--- src/rtl/crb_pkg.sv ---
package crb_pkg;
   // condition code as {bit11, bit10}
   typedef enum logic [1:0] {
      CND_EQ = 2'b00,
      CND_NE = 2'b01,
      CND_GE = 2'b10,
      CND_LT = 2'b11
   } crb_cond_e;

   typedef enum logic [1:0] {
      K_NONE = 2'd0,
      K_CMP  = 2'd1,
      K_JMP  = 2'd2,
      K_MWAY = 2'd3
   } crb_kind_e;

   localparam int OPC_LSB   = 0;
   localparam int OPC_W     = 3;
   localparam int BIT_MODA  = 10;
   localparam int BIT_MODB  = 11;
   localparam int BIT_SRC   = 12;
   localparam logic [OPC_W-1:0] OPC_CMP  = 3'd5;
   localparam logic [OPC_W-1:0] OPC_JUMP = 3'd7;
endpackage

--- src/rtl/crb_compare.sv ---
module crb_compare
   import crb_pkg::*;
#(
   parameter int WORD_W = 16,
   parameter int HI_W   = 8
) (
   input  logic              use_reg,
   input  crb_cond_e         cond,
   input  logic [WORD_W-1:0] buf_count,
   input  logic [WORD_W-1:0] reg_lo,
   input  logic [WORD_W-1:0] reg_hi,
   input  logic [WORD_W-1:0] test_lo,
   input  logic [WORD_W-1:0] test_hi,
   output logic              hit
);
   localparam int FULL_W = WORD_W + HI_W;

   logic [FULL_W-1:0] lhs;
   logic [FULL_W-1:0] rhs;

   generate
      if (HI_W == 0) begin : g_narrow
         assign lhs = use_reg ? reg_lo : buf_count;
         assign rhs = test_lo;
      end else begin : g_wide
         logic [FULL_W-1:0] val_full;
         logic [FULL_W-1:0] tst_full;
         logic              narrow;
         assign val_full = use_reg ? {reg_hi[HI_W-1:0], reg_lo}
                                   : {{HI_W{1'b0}}, buf_count};
         assign tst_full = {test_hi[HI_W-1:0], test_lo};
         assign narrow   = test_hi[WORD_W-1];
         assign lhs = narrow ? {{HI_W{1'b0}}, val_full[WORD_W-1:0]} : val_full;
         assign rhs = narrow ? {{HI_W{1'b0}}, test_lo} : tst_full;
      end
   endgenerate

   always_comb begin
      unique case (cond)
         CND_EQ:  hit = (lhs == rhs);
         CND_NE:  hit = (lhs != rhs);
         CND_GE:  hit = (lhs >= rhs);
         CND_LT:  hit = (lhs <  rhs);
         default: hit = 1'b0;
      endcase
   end
endmodule

--- src/rtl/crb_multiway.sv ---
module crb_multiway #(
   parameter int PTR_W  = 16,
   parameter int WORD_W = 16
) (
   input  logic [PTR_W-1:0]  base,
   input  logic [WORD_W-1:0] data_off,
   input  logic [WORD_W-1:0] mult,
   input  logic [WORD_W-1:0] reg_lo,
   input  logic [WORD_W-1:0] tbl_off,
   output logic              in_range,
   output logic [PTR_W-1:0]  tbl_addr,
   output logic [PTR_W-1:0]  target,
   output logic [PTR_W-1:0]  fall_ptr
);
   localparam int SUM_W = ((PTR_W > WORD_W) ? PTR_W : WORD_W) + 1;

   logic [WORD_W-1:0] idx;
   logic [SUM_W-1:0]  off_x;

   assign idx      = reg_lo - data_off;
   assign in_range = !idx[WORD_W-1] && (idx != '0) && (idx <= mult);
   assign off_x    = {{(SUM_W-WORD_W){tbl_off[WORD_W-1]}}, tbl_off};

   // table lies in reverse order: entry N first, entry 1 last
   assign fall_ptr = PTR_W'(SUM_W'(base) + SUM_W'(3) + SUM_W'(mult));
   assign tbl_addr = PTR_W'(SUM_W'(fall_ptr) - SUM_W'(idx));
   assign target   = PTR_W'(SUM_W'(tbl_addr) + SUM_W'(1) + off_x);
endmodule

--- src/rtl/crb_resolver.sv ---
module crb_resolver
   import crb_pkg::*;
#(
   parameter int PTR_W   = 16,
   parameter int WORD_W  = 16,
   parameter int HI_W    = 8,
   parameter bit REG_OUT = 1'b1
) (
   input  logic              clk,
   input  logic              rst_n,
   input  logic              req,
   input  logic [PTR_W-1:0]  cmd_ptr,
   input  logic [WORD_W-1:0] cmd_word,
   input  logic [WORD_W-1:0] arg0,
   input  logic [WORD_W-1:0] arg1,
   input  logic [WORD_W-1:0] arg2,
   input  logic [WORD_W-1:0] buf_count,
   input  logic [WORD_W-1:0] reg_lo,
   input  logic [WORD_W-1:0] reg_hi,
   output logic [PTR_W-1:0]  tbl_addr,
   input  logic [WORD_W-1:0] tbl_off,
   output logic              done,
   output logic              taken,
   output logic [PTR_W-1:0]  next_ptr
);
   localparam int SUM_W = ((PTR_W > WORD_W) ? PTR_W : WORD_W) + 1;

   generate
      if (WORD_W <= BIT_SRC) begin : g_chk_word
         $error("WORD_W must hold the mode bits");
      end
      if (HI_W > WORD_W) begin : g_chk_hi
         $error("HI_W may not exceed WORD_W");
      end
      if (PTR_W < 2) begin : g_chk_ptr
         $error("PTR_W too small");
      end
   endgenerate

   logic [OPC_W-1:0] opc;
   logic             mod_a, mod_b, src_reg;
   crb_kind_e        kind;
   crb_cond_e        cond;

   assign opc     = cmd_word[OPC_LSB +: OPC_W];
   assign mod_a   = cmd_word[BIT_MODA];
   assign mod_b   = cmd_word[BIT_MODB];
   assign src_reg = cmd_word[BIT_SRC];
   assign cond    = crb_cond_e'({mod_b, mod_a});

   always_comb begin
      if (opc == OPC_CMP)                                       kind = K_CMP;
      else if (opc == OPC_JUMP && mod_a && mod_b)               kind = K_JMP;
      else if (opc == OPC_JUMP && !mod_a && !mod_b && src_reg)  kind = K_MWAY;
      else                                                      kind = K_NONE;
   end

   logic cmp_hit;
   crb_compare #(.WORD_W(WORD_W), .HI_W(HI_W)) i_cmp (
      .use_reg   (src_reg),
      .cond      (cond),
      .buf_count (buf_count),
      .reg_lo    (reg_lo),
      .reg_hi    (reg_hi),
      .test_lo   (arg0),
      .test_hi   (arg1),
      .hit       (cmp_hit)
   );

   logic             mw_ok;
   logic [PTR_W-1:0] mw_target, mw_fall;
   crb_multiway #(.PTR_W(PTR_W), .WORD_W(WORD_W)) i_mway (
      .base     (cmd_ptr),
      .data_off (arg0),
      .mult     (arg1),
      .reg_lo   (reg_lo),
      .tbl_off  (tbl_off),
      .in_range (mw_ok),
      .tbl_addr (tbl_addr),
      .target   (mw_target),
      .fall_ptr (mw_fall)
   );

   logic [SUM_W-1:0] p_x, a0_x, a2_x;
   logic [PTR_W-1:0] cmp_fall, cmp_target, jmp_target, step_ptr;
   assign p_x        = SUM_W'(cmd_ptr);
   assign a0_x       = {{(SUM_W-WORD_W){arg0[WORD_W-1]}}, arg0};
   assign a2_x       = {{(SUM_W-WORD_W){arg2[WORD_W-1]}}, arg2};
   assign cmp_fall   = PTR_W'(p_x + SUM_W'(4));
   assign cmp_target = PTR_W'(p_x + SUM_W'(4) + a2_x);
   assign jmp_target = PTR_W'(p_x + SUM_W'(2) + a0_x);
   assign step_ptr   = PTR_W'(p_x + SUM_W'(1));

   logic [PTR_W-1:0] nxt_c;
   logic             tkn_c;
   always_comb begin
      unique case (kind)
         K_CMP:   begin tkn_c = cmp_hit; nxt_c = cmp_hit ? cmp_target : cmp_fall; end
         K_JMP:   begin tkn_c = 1'b1;    nxt_c = jmp_target;                      end
         K_MWAY:  begin tkn_c = mw_ok;   nxt_c = mw_ok ? mw_target : mw_fall;     end
         default: begin tkn_c = 1'b0;    nxt_c = step_ptr;                        end
      endcase
   end

   generate
      if (REG_OUT) begin : g_reg
         always_ff @(posedge clk or negedge rst_n) begin
            if (!rst_n) begin
               done     <= 1'b0;
               taken    <= 1'b0;
               next_ptr <= '0;
            end else begin
               done <= req;
               if (req) begin
                  taken    <= tkn_c;
                  next_ptr <= nxt_c;
               end
            end
         end
      end else begin : g_comb
         assign done     = req;
         assign taken    = req && tkn_c;
         assign next_ptr = req ? nxt_c : '0;
      end
   endgenerate
endmodule

--- config.mk ---
export PLATFORM = sky130hd
export DESIGN_NAME = crb_resolver
export DESIGN_NICKNAME = d
export VERILOG_FILES = /design/src/rtl/crb_pkg.sv /design/src/rtl/crb_compare.sv /design/src/rtl/crb_multiway.sv /design/src/rtl/crb_resolver.sv
export SDC_FILE = /design/constraint.sdc
export NUM_CORES = 1
export LEC_CHECK = 0
export ABC_AREA = 0
export BUFFER_PORTS_ARGS = -buffer_cell sky130_fd_sc_hd__buf_4
export CORE_MARGIN = 10
export CORE_UTILIZATION = 51
export DETAILED_ROUTE_END_ITERATION = 6
export MAX_ROUTING_LAYER = met4
export PLACE_DENSITY = 0.8
export SLEW_MARGIN = 20
export SYNTH_ARGS = -nofsm -noshare
export SYNTH_HDL_FRONTEND = slang
export SYNTH_SLANG_ARGS = --single-unit
--- constraint.sdc ---
create_clock -name clk -period 4.8 [get_ports clk]
set_clock_uncertainty 0.05 [all_clocks]
set_input_delay 0.48 -clock clk [delete_from_list [all_inputs] [get_ports clk]]
set_output_delay 0.48 -clock clk [all_outputs]
set_load 0.005 [all_outputs]
==> Word-level counts from Yosys, hierarchy flattened <==
Index checks and enable logic that the tools add are counted.
{ "op_classes": {"add_sub_neg": 11, "n_lt_le_gt_ge": 3, "n_eq_ne": 10, "muxes": 11, "n_reduce_logical": 12} }
{ "ops": {"columns": ["op", "n"], "rows": [
  ["two-way mux 24 bit", 3],
  ["adder 16 bit", 4],
  ["one-hot mux 16 bit (3 select lines)", 1],
  ["adder 16 x 1 -> 16 bit (second input constant)", 2],
  ["adder 16 x 2 -> 16 bit (second input constant)", 2],
  ["two-way mux 16 bit", 2],
  ["subtractor 16 bit", 2],
  ["== test 24 bit", 1],
  ["greater-or-equal comparator 24 bit", 1],
  ["< comparator 24 bit", 1],
  ["inequality test 24 bit", 1],
  ["adder 16 x 3 -> 16 bit (second input constant)", 1],
  ["less-or-equal comparator 16 bit", 1],
  ["nonzero test 16 bit", 1],
  ["== test 2 bit (second input constant)", 4],
  ["logical AND 1 bit", 7],
  ["== test 3 bit (second input constant)", 2],
  ["two-way mux 2 bit", 3],
  ["== test 2 x 1 -> 1 bit (second input constant)", 2],
  ["one-hot mux 1 bit (4 select lines)", 1],
  ["logical NOT 1 bit", 3],
  ["one-hot mux 1 bit (3 select lines)", 1],
  ["logical NOT 2 bit", 1]
]} }
{ "totals": {"ff_bits": 18, "in_bits": 147, "out_inout_bits": 34, "word_cells": 50} }

==> Depth between registers and ports, before layout <==
Gate-level depths: netlist (run 1).
{ "logic_depth": {"word_depth": 9, "ltp_mapped": 27, "depth_no_buf": 27} }

==> Cells and area by module <==
A second synthesis (run 1) with hierarchy kept.
{ "unflattened": {"hier_cells": 1050, "area_unflattened_um2": 7918.8} }
{ "modules_own_cells": {"columns": ["module", "instances", "cells_each", "area_each_um2", "seq_area_each_um2"], "rows": [
  ["crb_multiway", 1, 490, 3534.6, 0.0],
  ["crb_resolver", 1, 443, 3467.1, 450.4],
  ["crb_compare", 1, 117, 917.1, 0.0]
]} }

==> Worst setup path before layout (run 1) <==
Ideal clock, no wire load.
{ "synth_timing": {"path_type": "input-to-reg", "from": "in cmd_ptr[1]", "to": "reg next_ptr[15]", "setup_ps": 124, "t_arrival_ps": 5126, "required_time_ps": 4626, "setup_slack_ps": -500, "path_stages": 24, "n_path_buf": 0, "cell_sequence": "inv_1 -> ha_1 -> inv_1 -> ha_1 -> fa_1 -> a21o_1 -> a22o_1 -> or2_2 -> xor2_1 -> ha_1 -> a21o_1 -> a21oi_1 -> o21ai_0 -> a41o_1 -> xnor2_1 -> ha_1 -> or3_1 -> nor3_1 -> nor2_1 -> a211o_1 -> a21oi_1 -> xor2_1 -> xor2_1 -> a211o_1"} }
{ "synth_via": {"elab_chain_len": 7, "word_cells_on_any_way": 13, "cone_classes": "add/sub: 10; mux: 3"} }
{ "synth_rtl": {"columns": ["item", "line", "rtl"], "rows": [
  ["start: declaration", "crb_resolver.sv:12", "input logic [PTR_W-1:0] cmd_ptr,"],
  ["adder 16 x 2 -> 16 bit", "crb_multiway.sv:25", "assign fall_ptr = PTR_W'(SUM_W'(base) + SUM_W'(3) + SUM_W'(mult));"],
  ["adder 16 bit", "crb_multiway.sv:25", null],
  ["subtractor 16 bit", "crb_multiway.sv:26", "assign tbl_addr = PTR_W'(SUM_W'(fall_ptr) - SUM_W'(idx));"],
  ["net tbl_addr[10]", "crb_resolver.sv:20", "output logic [PTR_W-1:0] tbl_addr,"],
  ["adder 16 x 1 -> 16 bit", "crb_multiway.sv:27", "assign target = PTR_W'(SUM_W'(tbl_addr) + SUM_W'(1) + off_x);"],
  ["adder 16 bit", "crb_multiway.sv:27", null],
  ["two-way mux 16 bit", "crb_resolver.sv:100", "K_MWAY: begin tkn_c = mw_ok; nxt_c = mw_ok ? mw_target : mw_fall; end"],
  ["one-hot mux 16 bit (3 select lines)", "crb_resolver.sv:97", "unique case (kind)"],
  ["end signal: assignment", "crb_resolver.sv:116", "next_ptr <= nxt_c;"],
  ["end: declaration", "crb_resolver.sv:24", "output logic [PTR_W-1:0] next_ptr"]
]} }
The timed path passes the listed nets, and every way through them passes these cells.
A chain may end at the register's enable or synchronous reset.

==> Worst setup path in the final report (run 1) <==
{ "layout_timing": {"from": "in arg1[1]", "to": "reg next_ptr[15]"} }
{ "layout_via": {"elab_chain_len": 6, "word_cells_on_any_way": 15, "cone_classes": "add/sub: 4; order compare: 3; eq/ne: 2; mux: 5; reduce/logical: 1"} }
{ "layout_rtl": {"columns": ["item", "line", "rtl"], "rows": [
  ["start: declaration", "crb_resolver.sv:15", "input logic [WORD_W-1:0] arg1,"],
  ["adder 16 bit", "crb_multiway.sv:25", null],
  ["subtractor 16 bit", "crb_multiway.sv:26", null],
  ["adder 16 x 1 -> 16 bit", "crb_multiway.sv:27", null],
  ["adder 16 bit", "crb_multiway.sv:27", null],
  ["two-way mux 16 bit", "crb_resolver.sv:100", null],
  ["one-hot mux 16 bit (3 select lines) *", "crb_resolver.sv:97", null]
]} }
Mark *: on every way between the ends. The rest lies on a longest branch, timed or not.

==> results_dict.tcl, run 1 <==
set metrics [dict create \
    status "finished with violations" \
    violations "setup timing" \
    syn_nets 1276 \
    post-route-period-util_pct 108 \
    max-vdd-ir-drop_uv 216 \
    cellLeakagePower_nw 5.45 \
    overflow 0 \
    cts_sinks 18 \
    coreArea_um2 14500 \
    critPathMaxStageDelay_ns 0.34 \
    numCtsBuffers 3 \
    worstMarginPinSlew_ns 0.955 \
    final_common_cell "buf_4" \
    critPathArrivalTime_ns 5.29 \
    die_area_um2 20000 \
    drtPass1Iterations 7 \
    regToRegSetupSlack_ns 3.60 \
    layout.nets 1606 \
    drcViolationCount 0 \
    cp_slowest_cell "fa_2" \
    power.density_nw_per_um2 447 \
    holdWs_ns 0.0348 \
    port_buffers 162 \
    tns_ns -1.81 \
    dr_total_vias 9019 \
    syn_inst 966 \
    avgSynthCellArea_um2 7.78 \
    synthMuxAreaShare_pct 4.99 \
    initial_core_util_pct 51.9 \
    wl_um 29600 \
    fill_cells 988 \
    grt_pass1_vias 8733 \
    n_antenna_cell 0 \
    area_growth_pct 46.3 \
    synth-async-reset-ratio_pct 100 \
    synth-seq-cells 18 \
    clkPwrFrac_pct 3.9 \
    ios 181 \
    gp_congestion 0.947 \
    synth_area_leaders "ha_1, xnor2_1, dfrtp_1, xor2_1, inv_1" \
    p_sw_share_pct 46.4 \
    yosys.area.top_type_share_pct 26.1 \
    grt_pass1_wl_um 41400 \
    num_rows 44 \
    synth_simple_gate_area_share_pct 18.0 \
    h-tree-depth 1 \
    synth_top_family_by_area "adder cells" \
    worstPathMaxFanout 4 \
    die_w_um 141 \
    post_drt_wl_per_cell_um 20.0 \
    drive_gt1_share_pct 36.5 \
    fin_ws_ns -0.401 \
    ys_seq_area_share_pct 5.99 \
    final_cell_mix "buf_4, ha_1, inv_1" \
    drtIter0Drc 800 \
    path_clk_slew_ns 0.06 \
    timing_worst_setup_path_type "input port to flip-flop" \
    synth_compound_area_share_pct 23.6 \
    post-route-min-period_ns 5.20 \
    ys_types 78 \
    slew_viol_final 0 \
    finalHoldViolCount 0 \
    synthAdderAreaFrac_pct 28.0 \
    root_buffer "clkbuf_16" \
    netlist_area_um2 7520 \
    dp_hpwl_um 22100 \
    switchingPower_mw 2.28 \
    synth_edf_count 0 \
    track_usage_pct 25.3 \
    combPwrFrac_pct 92.2 \
    synth_warnings 0 \
    grt_max_degree 33 \
    cts_buffer_depth 2 \
    antenna_found_initial 0 \
    hold_buffers 0 \
    p_int_mw 2.64 \
    yosys.area_share.xor_xnor_pct 14.0 \
    slew_headroom_pct 36.1 \
    start_kind "input port" \
    instances_no_fill 1479 \
    synth_top_area_cell "ha_1" \
    dp_cells 1442 \
    clk_latency_ns 0.26 \
    seq_power_share_pct 3.8 \
    cts_tree "yes" \
    die_h_um 141 \
    end_kind "flip-flop" \
    fmax_mhz 192 \
    antenna_left 0 \
    finalSetupViolCount 8 \
    min_path_type "input port to async pin" \
    routed_via_density 6.10 \
    crit_required_ns 4.89 \
    synth_ff_type "dfrtp_1" \
    maxCapViolations 0 \
    rsz0062_at_grt "yes" \
]
worst paths after layout:
path / to / startpoint / cells after the start
min in group clk: done / req / 1
hold reg to reg: taken / taken / 2
hold / removal: done / rst_n / 1
setup reg to reg: next_ptr[15] / next_ptr[15] / 3
max in group asynchronous: taken / rst_n / 1
setup / recovery: next_ptr[15] / arg1[1] / 25
area by class of cell:
cell class	count	area, µm²	share of cell area (%)
inverter	93	370	3.37
sequential	18	450	4.10
timing repair buffer	340	2620	23.8
multi-input combinational	840	7240	65.8
tap	184	230	2.09
clock buffer	4	88.8	0.808
cells by family after synthesis:
kind of cell / after synthesis
DFF: 18
xor gates and xnor gates: 111
AOI/OAI and AO/OA: 259
buffers and inverters: 108
muxes: 35
and+or+nand+nor: 270
adders and majority gates: 165
worst max-delay path: cells and delay by family:
| kind | cells | cell delay [ns] |
|---|---|---|
| buffers and inverters | 4 | 0.32 |
| AO/OA/AOI/OAI | 8 | 1.82 |
| adder cells (fa/ha/maj) | 5 | 1.35 |
| XOR/XNOR | 4 | 0.59 |
| AND/OR/NAND/NOR | 4 | 0.73 |
per-stage QoR:
stage / worst slack [ns] / utilization, % / area, µm² / power [mW]
finish: -0.401 / 76.0 / 11000 / 4.92
global route: -0.588 / 76.0 / 11000 / 5.16
detailed placement: -0.657 / 69.7 / 10100 / 3.67
floorplan: -0.237 / - / 7600 / 2.16
CTS: -0.223 / 71.9 / 10400 / 4.18
global placement: -0.503 / 69.7 / 10100 / 3.56
state kept, by name, indices dropped and copies added (netlist names):
register,flops
taken,1
next_ptr,16
done,1
power by group through the flow:
| stage | sequential [mW] | clock, mW | combinational [mW] |
|---|---|---|---|
| detailed placement | 0.190 | 0 | 3.48 |
| CTS | 0.188 | 0.192 | 3.80 |
| floorplan | 0.189 | 0 | 1.97 |
| global route | 0.190 | 0.196 | 4.77 |
| finish | 0.188 | 0.194 | 4.53 |
| global placement | 0.190 | 0 | 3.37 |
Yosys cell counts (4+ instances only):
| cell type | instances |
|---|---|
| nor2b_1 | 13 |
| ha_1 | 157 |
| a211oi_1 | 8 |
| a21o_1 | 28 |
| o21ai_1 | 4 |
| or2_2 | 5 |
| and3_1 | 7 |
| o21ai_0 | 36 |
| inv_1 | 91 |
| mux2_2 | 20 |
| o21a_1 | 12 |
| nor3_1 | 25 |
| o211ai_1 | 6 |
| xnor3_1 | 4 |
| xor2_1 | 40 |
| o21bai_1 | 16 |
| xnor2_1 | 65 |
| nand4_1 | 13 |
| nor2_1 | 61 |
| and2_1 | 13 |
| a221oi_1 | 11 |
| nand3_1 | 30 |
| a2111oi_0 | 5 |
| a21oi_1 | 64 |
| a31oi_1 | 4 |
| nand2b_1 | 13 |
| clkbuf_1 | 12 |
| or3_1 | 13 |
| dfrtp_1 | 18 |
| mux2i_1 | 15 |
| o22ai_1 | 23 |
| o41ai_1 | 4 |
| nand2_1 | 62 |
| fa_1 | 6 |
metal layers:
| layer | share of wire, % | global-route usage [%] | up-vias |
|---|---|---|---|
| met5 | 0 | - | - |
| li1 | - | - | 4201 |
| met1 | 41 | 31.5 | 4176 |
| met2 | 46 | 42.6 | 502 |
| met4 | 5.1 | 7.91 | 0 |
| met3 | 7.8 | 2.30 | 140 |
what timing repair did:
item                       CTS  global route
setup endpoints to repair    6            19
setup buffers               14            22
pin swaps                   35            60
cloned                       0             1
resized for setup           27            73
(Power assumes the default switching activity.)
==> run 2, diff against run 1 <==
--- a/config.mk
+++ b/config.mk
@@ -8,10 +8,11 @@
 export ABC_AREA = 0
 export BUFFER_PORTS_ARGS = -buffer_cell sky130_fd_sc_hd__buf_4
 export CORE_MARGIN = 10
-export CORE_UTILIZATION = 51
+export CORE_UTILIZATION = 52
+export CTS_BUF_LIST = sky130_fd_sc_hd__clkbuf_4 sky130_fd_sc_hd__clkbuf_8
 export DETAILED_ROUTE_END_ITERATION = 6
 export MAX_ROUTING_LAYER = met4
-export PLACE_DENSITY = 0.8
+export PLACE_DENSITY = 0.81
 export SLEW_MARGIN = 20
 export SYNTH_ARGS = -nofsm -noshare
 export SYNTH_HDL_FRONTEND = slang
==> run 2 against run 1 <==
The run still ends with setup timing left. Critical path depth down 2. Design area fell by 3.9%. Largest power group unchanged. Via count fell by 4.0%.
==> results_dict.tcl, run 2 (synthesis results as in run 1) <==
set metrics [dict create \
    instances_no_fill 1456 \
    overflow 0 \
    post-route-util_pct 75.3 \
    root_buffer "clkbuf_8" \
    violations "setup timing" \
    dpl_cell_area_um2 10100 \
    die_w_um 140 \
    h-tree-depth 1 \
    status "finished with violations" \
    coreArea_um2 14000 \
    tns_ns -0.732 \
    grt_max_degree 33 \
    finalHoldViolCount 0 \
    dr_total_vias 8659 \
    post_drt_wl_per_cell_um 18.7 \
    numCtsBuffers 3 \
    worstPathMaxFanout 4 \
    grt_pass1_wl_um 40800 \
    post-route-period-util_pct 107 \
    die_h_um 140 \
    antenna_found_initial 0 \
    stdcell_area_um2 10600 \
    track_usage_pct 25.2 \
    fin_total_pwr_mw 4.36 \
    routed_via_density 5.95 \
    n_antenna_cell 0 \
    clk_latency_ns 0.28 \
    post-route-min-period_ns 5.14 \
    end_kind "flip-flop" \
    finalSetupViolCount 4 \
    gp_congestion 0.975 \
    area_growth_pct 40.7 \
    grt_pass1_vias 8644 \
    cts_sinks 18 \
    timing_worst_setup_path_type "input port to flip-flop" \
    largestRegisters "next_ptr: 16 flops, done: 1 flops, taken: 1 flops" \
    path_clk_slew_ns 0.08 \
    final_cell_mix "buf_4, ha_1, inv_1" \
    wl_um 27200 \
    slew_viol_final 0 \
    worstMarginPinSlew_ns 0.941 \
    power.density_nw_per_um2 413 \
    crit_required_ns 4.92 \
    num_rows 43 \
    dp_cells 1437 \
    max-vdd-ir-drop_uv 202 \
    drcViolationCount 0 \
    initial_core_util_pct 53.5 \
    critPathArrivalTime_ns 5.26 \
    regToRegSetupSlack_ns 3.54 \
    cellLeakagePower_nw 5.31 \
    final_common_cell "buf_4" \
    port_buffers 162 \
    slew_headroom_pct 37.0 \
    rsz0062_at_grt "yes" \
    min_path_type "input port to async pin" \
    cts_tree "yes" \
    fin_ws_ns -0.340 \
    ios 181 \
    die_area_um2 19700 \
    fill_cells 986 \
    dp_slack_ns -0.656 \
    cts_buffer_depth 2 \
    antenna_left 0 \
    hold_buffers 0 \
    drive_gt1_share_pct 33.6 \
    largest_register "next_ptr" \
    fmax_mhz 195 \
    maxCapViolations 0 \
    layout.nets 1587 \
    start_kind "input port" \
    largest_register_ffs 16 \
    drtPass1Iterations 7 \
    holdWs_ns 0.0170 \
    dp_hpwl_um 22300 \
    drtIter0Drc 727 \
]
==> run 2: critical path, stage by stage <==
cell and delay [ns]:
buf_4 0.13, ha_1 0.32, ha_1 0.35, a21oi_2 0.18, o21bai_1 0.13, nor4_2 0.29, buf_4 0.17, o21bai_1 0.07
a21oi_1 0.20, o21bai_1 0.14, a21oi_2 0.23, xnor2_2 0.17, ha_2 0.26, nor2_1 0.05, a311o_1 0.40, xnor2_2 0.17
ha_1 0.32, and3_1 0.16, a211o_1 0.31, a21oi_2 0.19, xor2_1 0.20, xor2_1 0.10, a211o_1 0.25
==> run 2: cell type report <==
cell class | count | area, µm² | area share (%)
multi-input cells | 840 | 7010 | 66.3
well taps | 180 | 225 | 2.13
flip-flops and latches | 18 | 450 | 4.26
clock buffers | 4 | 55.1 | 0.521
inverters | 93 | 370 | 3.50
repair buffers | 321 | 2460 | 23.3
==> run 2: worst paths after layout <==
path,start,end,cells after the start
worst max-delay path,arg1[2],next_ptr[15],23
worst min-delay path,rst_n,done,1
worst max register to register,next_ptr[15],next_ptr[15],3
worst min register to register,taken,taken,2
max in group asynchronous,rst_n,next_ptr[14],1
min in group clk,req,done,1
==> run 2: timing repair <==
action / CTS / global route
gates cloned: 0 / 1
resized for setup: 19 / 42
setup buffers: 6 / 9
endpoints found under the setup margin: 5 / 19
pin swaps: 31 / 37
==> run 2: per-layer routing <==
metal	vias up	track usage (%)	routed length, µm
met5	-	-	0
met4	0	8.04	1040
met3	81	2.57	2060
met2	436	42.4	12800
met1	3975	31.0	11300
li1	4167	-	-
==> run 2: report_power, final <==
group	leakage (nW)	internal (mW)	switching, mW	total, mW
Clock	0.0288	0.0735	0.0653	0.139
Combinational	5.08	2.08	1.96	4.04
Sequential	0.204	0.173	0.0151	0.188
